$ cat src/rtl/xbar_pkg.sv
`timescale 1ns/1ps
// Shared types for the priority crossbar.
// Assumes nothing beyond SystemVerilog 2017 enum support.
package xbar_pkg;
    typedef enum logic {
        ARB_IDLE = 1'b0,
        ARB_HELD = 1'b1
    } arb_state_e;
endpackage

$ cat src/rtl/xbar_decode.sv
`timescale 1ns/1ps
// Address decoder for one master: takes the top SEL_W address bits as a
// slave index and flags codes at or above N_S as unmapped.
// Assumes the address stays inside one slave for a whole transaction.
module xbar_decode #(
    parameter int AW    = 32,
    parameter int N_S   = 3,
    parameter int SEL_W = 2
) (
    input  logic [AW-1:0]    addr,
    output logic [SEL_W-1:0] tgt,
    output logic             mapped
);
    // Slice the select field and range-check it against the slave count.
    always_comb begin
        tgt    = addr[AW-1 -: SEL_W];
        mapped = (int'(tgt) < N_S);
    end
endmodule

$ cat src/rtl/xbar_prio_cfg.sv
`timescale 1ns/1ps
// Holds one priority word per slave port. A write loads the word of the
// chosen slave on the next edge. Reset clears every priority to 0.
// Assumes cfg_slave values at or above N_S are dropped.
module xbar_prio_cfg #(
    parameter int N_M   = 4,
    parameter int N_S   = 3,
    parameter int PW    = 2,
    parameter int SEL_W = 2,
    localparam int WW   = N_M * PW
) (
    input  logic               clk,
    input  logic               rst_n,
    input  logic               cfg_we,
    input  logic [SEL_W-1:0]   cfg_slave,
    input  logic [WW-1:0]      cfg_prio,
    output logic [N_S*WW-1:0]  prio_all
);
    genvar s;
    generate
        for (s = 0; s < N_S; s++) begin : g_word
            logic [WW-1:0] word_q;
            // Load this slave's priority word when it is addressed.
            always_ff @(posedge clk) begin
                if (!rst_n)
                    word_q <= '0;
                else if (cfg_we && (cfg_slave == SEL_W'(s)))
                    word_q <= cfg_prio;
            end
            assign prio_all[s*WW +: WW] = word_q;
        end
    endgenerate
endmodule

$ cat src/rtl/xbar_arb.sv
`timescale 1ns/1ps
// Arbiter for one slave port. While idle it grants the requester with the
// lowest priority value (lowest index on ties) in the same cycle. It then
// holds that owner until a last beat is accepted and goes idle again.
// Assumes req only contains masters that target this slave.
module xbar_arb
    import xbar_pkg::*;
#(
    parameter int N_M  = 4,
    parameter int PW   = 2,
    localparam int IW  = (N_M > 1) ? $clog2(N_M) : 1
) (
    input  logic              clk,
    input  logic              rst_n,
    input  logic [N_M-1:0]    req,
    input  logic [N_M*PW-1:0] prio,
    input  logic              sel_last,
    input  logic              slv_ready,
    output logic [IW-1:0]     gnt_idx,
    output logic              gnt_vld
);
    arb_state_e     state_q;
    logic [IW-1:0]  owner_q;
    logic [IW-1:0]  win_idx;
    logic           win_vld;
    logic [PW-1:0]  best;
    logic           release_now;

    // Pick the strictly best priority; the first index found wins ties.
    always_comb begin
        win_idx = '0;
        win_vld = 1'b0;
        best    = '1;
        for (int i = 0; i < N_M; i++) begin
            if (req[i] && (!win_vld || (prio[i*PW +: PW] < best))) begin
                win_vld = 1'b1;
                win_idx = IW'(i);
                best    = prio[i*PW +: PW];
            end
        end
    end

    // Present the held owner, or the fresh winner while idle.
    always_comb begin
        if (state_q == ARB_HELD) begin
            gnt_idx = owner_q;
            gnt_vld = req[owner_q];
        end else begin
            gnt_idx = win_idx;
            gnt_vld = win_vld;
        end
        release_now = gnt_vld && slv_ready && sel_last;
    end

    // Track ownership: release on an accepted last beat, lock on a grant.
    always_ff @(posedge clk) begin
        if (!rst_n) begin
            state_q <= ARB_IDLE;
            owner_q <= '0;
        end else if (release_now) begin
            state_q <= ARB_IDLE;
        end else if ((state_q == ARB_IDLE) && win_vld) begin
            state_q <= ARB_HELD;
            owner_q <= win_idx;
        end
    end
endmodule

$ cat src/rtl/xbar_resp.sv
`timescale 1ns/1ps
// Response path for one master. Unmapped requests finish at once with the
// error flag. Mapped ones get ready and read data only from the slave whose
// grant points at this master. Anyone else sees zeros.
// Assumes tgt and mapped come from this master's decoder.
module xbar_resp #(
    parameter int MIDX  = 0,
    parameter int N_S   = 3,
    parameter int DW    = 64,
    parameter int SEL_W = 2,
    parameter int IW    = 2
) (
    input  logic              req,
    input  logic [SEL_W-1:0]  tgt,
    input  logic              mapped,
    input  logic [N_S-1:0]    sel_vld,
    input  logic [N_S*IW-1:0] gnt_idx,
    input  logic [N_S-1:0]    s_ready,
    input  logic [N_S*DW-1:0] s_rdata,
    output logic              ready,
    output logic              err,
    output logic [DW-1:0]     rdata
);
    // Route back the owned slave's reply, or complete an unmapped access.
    always_comb begin
        ready = 1'b0;
        err   = 1'b0;
        rdata = '0;
        if (req) begin
            if (!mapped) begin
                ready = 1'b1;
                err   = 1'b1;
            end else begin
                for (int s = 0; s < N_S; s++) begin
                    if ((tgt == SEL_W'(s)) && sel_vld[s] &&
                        (gnt_idx[s*IW +: IW] == IW'(MIDX))) begin
                        ready = s_ready[s];
                        rdata = s_rdata[s*DW +: DW];
                    end
                end
            end
        end
    end
endmodule

$ cat src/rtl/prio_xbar.sv
`timescale 1ns/1ps
// Top of the crossbar: one decoder and response path per master, one
// arbiter and forward mux per slave, and the priority word registers.
// Assumes a master keeps its address inside one slave for a transaction
// and may drop its request between beats without losing ownership.
module prio_xbar #(
    parameter int N_M   = 4,
    parameter int N_S   = 3,
    parameter int AW    = 32,
    parameter int DW    = 64,
    parameter int PW    = 2,
    parameter int SEL_W = 2,
    localparam int IW   = (N_M > 1) ? $clog2(N_M) : 1,
    localparam int WW   = N_M * PW
) (
    input  logic              clk,
    input  logic              rst_n,
    input  logic [N_M-1:0]    m_req,
    input  logic [N_M-1:0]    m_write,
    input  logic [N_M-1:0]    m_last,
    input  logic [N_M*AW-1:0] m_addr,
    input  logic [N_M*DW-1:0] m_wdata,
    output logic [N_M*DW-1:0] m_rdata,
    output logic [N_M-1:0]    m_ready,
    output logic [N_M-1:0]    m_err,
    output logic [N_S-1:0]    s_sel,
    output logic [N_S-1:0]    s_write,
    output logic [N_S-1:0]    s_last,
    output logic [N_S*AW-1:0] s_addr,
    output logic [N_S*DW-1:0] s_wdata,
    input  logic [N_S*DW-1:0] s_rdata,
    input  logic [N_S-1:0]    s_ready,
    input  logic              cfg_we,
    input  logic [SEL_W-1:0]  cfg_slave,
    input  logic [WW-1:0]     cfg_prio
);
    logic [N_M*SEL_W-1:0] tgt_all;
    logic [N_M-1:0]       mapped_all;
    logic [N_S*WW-1:0]    prio_all;
    logic [N_S*IW-1:0]    gnt_idx_all;
    logic [N_S-1:0]       gnt_vld_all;

    xbar_prio_cfg #(
        .N_M(N_M), .N_S(N_S), .PW(PW), .SEL_W(SEL_W)
    ) u_cfg (
        .clk(clk), .rst_n(rst_n), .cfg_we(cfg_we), .cfg_slave(cfg_slave),
        .cfg_prio(cfg_prio), .prio_all(prio_all)
    );

    genvar m, s;
    generate
        for (m = 0; m < N_M; m++) begin : g_mst
            xbar_decode #(.AW(AW), .N_S(N_S), .SEL_W(SEL_W)) u_dec (
                .addr(m_addr[m*AW +: AW]),
                .tgt(tgt_all[m*SEL_W +: SEL_W]),
                .mapped(mapped_all[m])
            );
            xbar_resp #(
                .MIDX(m), .N_S(N_S), .DW(DW), .SEL_W(SEL_W), .IW(IW)
            ) u_resp (
                .req(m_req[m]), .tgt(tgt_all[m*SEL_W +: SEL_W]),
                .mapped(mapped_all[m]), .sel_vld(gnt_vld_all),
                .gnt_idx(gnt_idx_all), .s_ready(s_ready), .s_rdata(s_rdata),
                .ready(m_ready[m]), .err(m_err[m]),
                .rdata(m_rdata[m*DW +: DW])
            );
        end

        for (s = 0; s < N_S; s++) begin : g_slv
            logic [N_M-1:0] req_here;
            logic [IW-1:0]  gidx;
            logic           gvld;
            logic           glast;

            // Collect the masters that want this slave port.
            always_comb begin
                for (int i = 0; i < N_M; i++)
                    req_here[i] = m_req[i] && mapped_all[i] &&
                                  (tgt_all[i*SEL_W +: SEL_W] == SEL_W'(s));
                glast = m_last[gidx];
            end

            xbar_arb #(.N_M(N_M), .PW(PW)) u_arb (
                .clk(clk), .rst_n(rst_n), .req(req_here),
                .prio(prio_all[s*WW +: WW]), .sel_last(glast),
                .slv_ready(s_ready[s]), .gnt_idx(gidx), .gnt_vld(gvld)
            );

            // Forward the granted master's beat to the slave.
            always_comb begin
                s_sel[s]             = gvld;
                s_write[s]           = gvld && m_write[gidx];
                s_last[s]            = gvld && glast;
                s_addr[s*AW +: AW]   = m_addr[int'(gidx)*AW +: AW];
                s_wdata[s*DW +: DW]  = m_wdata[int'(gidx)*DW +: DW];
            end

            assign gnt_idx_all[s*IW +: IW] = gidx;
            assign gnt_vld_all[s]          = gvld;
        end
    endgenerate
endmodule

$ cat config.mk
export PLATFORM = sky130hd
export DESIGN_NAME = prio_xbar
export DESIGN_NICKNAME = d
export VERILOG_FILES = /design/src/rtl/xbar_pkg.sv /design/src/rtl/xbar_decode.sv /design/src/rtl/xbar_prio_cfg.sv /design/src/rtl/xbar_arb.sv /design/src/rtl/xbar_resp.sv /design/src/rtl/prio_xbar.sv
export SDC_FILE = /design/constraint.sdc
export NUM_CORES = 1
export LEC_CHECK = 0
export BUFFER_PORTS_ARGS = -buffer_cell sky130_fd_sc_hd__clkbuf_2
export CORE_AREA = 3 3 456 458
export DETAILED_ROUTE_END_ITERATION = 10
export DIE_AREA = 0 0 459 461
export PLACE_DENSITY_LB_ADDON = 0.05
export SLEW_MARGIN = 30
export SYNTH_ARGS = -nofsm -noshare
export SYNTH_HDL_FRONTEND = slang
export SYNTH_SLANG_ARGS = --single-unit
$ cat constraint.sdc
create_clock -name clk -period 10.3 [get_ports clk]
set_input_delay 2.06 -clock clk [delete_from_list [all_inputs] [get_ports clk]]
set_output_delay 2.06 -clock clk [all_outputs]
set_load 0.1 [all_outputs]
==> flow_summary.ini <==
[cells_and_area]
final_nets = 4421
multi_input_area_mm2 = 0.01294
drive_above_1_share_pct = 35.30
regArea_um2 = 660.6
design_area_mm2 = 0.03020
fillCellCount = 23750
area_delta_synth_final_pct = 91.37

[grt]
use_met1_pct = 19.18
use_met3_pct = 4.649
grt_pass1_vias = 26780
grt_pass1_wl_um = 251300
antenna_found_initial = 77
grt-ovfl-total = 0
grt_use_total_pct = 16.86
grt_max_degree = 90
met2_usage_pct = 31.46
grt-busiest-layer = met2

[clock_tree]
clk_pin_slew_worst_paths_ns = 0.06
clockBufferDepth = 2
cts_setup_buffers = 0
numCtsBuffers = 5
postCtsHoldBufs = 0
clock-root-buffer = clkbuf_16
cts.sinks = 33
cts_tree = done
cts_max_level = 2
clock_latency_ns = 0.30

[run_status]
status = finished clean

[power]
p_per_area_mw_per_mm2 = 215.6
power_leakage_nw = 14.86
worst_ir_drop_vdd_mv = 0.1155

[timing]
setup_violations = 0
relSlewSlack_pct = 43.09
hold_viol = 0
fin_crit_sh_pct = 93.99
clock.fmax_mhz = 103.3
min_period_ns = 9.681
drv_slew = 0
fin_tns_setup_ns = 0
finClkSkew_ns = 0.005319
rsz0062_at_grt = false
tightest_slew_ns = 0.8518
hold_ws_ns = 0.5088

[placed_design]
place_area_mm2 = 0.02999
hpwlAfterDp_um = 154900
portBuffers = 1164
routabilityCongestion = 0.8133

[yosys]
synthDistinctLibCells = 74
synth_top_cell_area_share_pct = 23.59
syn_area_per_cell_um2 = 5.621
post_synth_fa_ha_maj_area_fraction_pct = 0.6342
synth_common_cells = nand2_1 (992), a31oi_1 (288), inv_1 (274)
synth_area_mm2 = 0.01578
syn_nets = 3420
muxShareOfSynthArea_pct = 2.553
synth_compound_area_share_pct = 37.00
synth_most_common_cell = nand2_1
yosys_warnings = 0
synth-simple-area-share_pct = 40.69
yosysTopAreaCell = nand2_1
synth.area.top_cells = nand2_1 (24%), a222oi_1 (16%), a31oi_1 (11%), and3_1 (7.8%), inv_1 (6.5%)
syn_inst = 2808
ys_seq_elements = 33
synthXorXnorAreaFrac_pct = 0
synth_top_family_by_area = simple AND/OR/NAND/NOR gates
synthFlopType = dfxtp_1
yosysSeqAreaShare_pct = 4.186
synthArstFlopShare_pct = 0
synth_edf_count = 0

[floorplanning]
num_rows = 166
start_util_pct = 7.722
die_area_mm2 = 0.2116
die_x_um = 459
ios = 1165
die_h_um = 461
core-area_mm2 = 0.2044

[setup_path]
crit_buf_inv = 5
critPathRequiredTime_ns = 8.24
critPathKind = in2out
cp_slowest_cell = or4b_1
path_delay_family = compound AO/OA/AOI/OAI gates
end_kind = primary output
worstSetupStartpointType = input port
arrival_ns = 7.62
cp_max_fo = 29
crit_path_max_incr_delay_ns = 0.54

[route]
antenna_violating_nets_post_route = 0
route.final.wire_length_um = 190500
drt_iter0_markers = 3054
drc = 0
vias_per_cell = 4.186
avgRoutedWirePerCell_um = 29.23
dr.pass1.iters = 11
detailroute.via_count = 27280

[hold_path]
hold_path.class = reg2reg

[run]
maxCapViolCount = 0
==> final timing paths <==
| kind | to | cells past startpoint | slack (ns) | from |
|---|---|---|---|---|
| worst max-delay path | m_rdata[159] | 25 | 0.62 | m_addr[30] |
| worst min-delay path | g_slv[0].u_arb.owner_q[1] | 2 | 0.51 | g_slv[0].u_arb.owner_q[1] |
| worst max register to register | g_slv[2].u_arb.owner_q[0] | 22 | 5.50 | u_cfg.g_word[2].word_q[1] |
| worst min register to register | g_slv[0].u_arb.owner_q[1] | 2 | 0.51 | g_slv[0].u_arb.owner_q[1] |
==> layer usage <==
layer / vias to the layer above / wire length [µm]
li1: 12230 / -
met5: - / 369
met1: 13520 / 73410
met4: 56 / 3656
met3: 174 / 14880
met2: 1297 / 98150
==> kinds of logic (layout without fill, tap and decap cells) <==
logic type | Yosys count | in the layout
buf+inv | 577 | 1579
mux | 34 | 34
simple gates | 1421 | 1421
fa+ha+maj | 8 | 8
compound gates | 735 | 735
flops | 33 | 33
other cells | 0 | 18
==> through the flow <==
| step | cells | utilization [%] | power (mW) | worst slack [ns] |
|---|---|---|---|---|
| after global routing | 6504 | 14.76 | 6.774 | 0.1535 |
| final | 6516 | 14.78 | 6.513 | 0.6191 |
| after global placement | 6490 | 14.67 | 6.455 | 0.1208 |
| after floorplan | 2808 | - | 4.217 | 0.01176 |
| after detailed placement | 6490 | 14.68 | 6.436 | 0.2463 |
| after CTS | 6498 | 14.75 | 6.625 | 0.1890 |
==> layout by cell type (no fill, tap or decap), types with 5 or more instances in the layout <==
cell type,count
nand3_1,6
nor3_1,7
o21ai_0,8
a222oi_1,260
buf_12,342
nand2_1,990
diode_2,18
o21ai_1,5
nand2b_1,11
and2_1,101
nand3b_1,10
mux2i_1,29
and3b_1,8
a21oi_1,14
mux4_2,5
clkbuf_2,803
a211oi_1,103
ha_1,8
and3_1,198
a31oi_1,288
nor2b_1,26
dfxtp_1,33
inv_1,274
clkbuf_16,5
buf_4,152
nor2_1,24
==> report_power, final <==
part	leakage [nW]	total, mW	switching [mW]	internal [mW]
logic	14.5	6.19	4.75	1.45
registers	0.269	0.145	0.0105	0.134
clock network	0.0800	0.173	0.0701	0.103
==> worst register-to-register path, delay by kind of cell, from the launching register on <==
family | cells | cell delay [ns]
AOI/OAI and AO/OA | 11 | 2.37
adders and majority gates | 3 | 0.80
buffers and inverters | 1 | 0.21
DFF | 1 | 0.32
and+or+nand+nor | 7 | 0.98
==> registers in the layout, summed over array words and instances (netlist names) <==
| register | flops |
|---|---|
| u_cfg.g_word.word_q | 24 |
| g_slv.u_arb.owner_q | 6 |
| g_slv.u_arb.state_q | 3 |
==> what timing repair did <==
action,4_1_cts,5_1_grt
hold endpoints to repair,0,0
endpoints found under the setup margin,0,9
gates resized for setup,0,3
==> layout make-up <==
cell class,count,share of cell area (%)
Antenna cell,18,0.1491
Sequential cell,33,2.187
Tap cell,2688,11.14
Clock buffer,7,0.5054
Inverter,274,3.405
Multi-Input combinational cell,2198,42.85
Timing Repair Buffer,1297,39.75
Clock inverter,1,0.01657
Power figures use the tool's default switching activity.
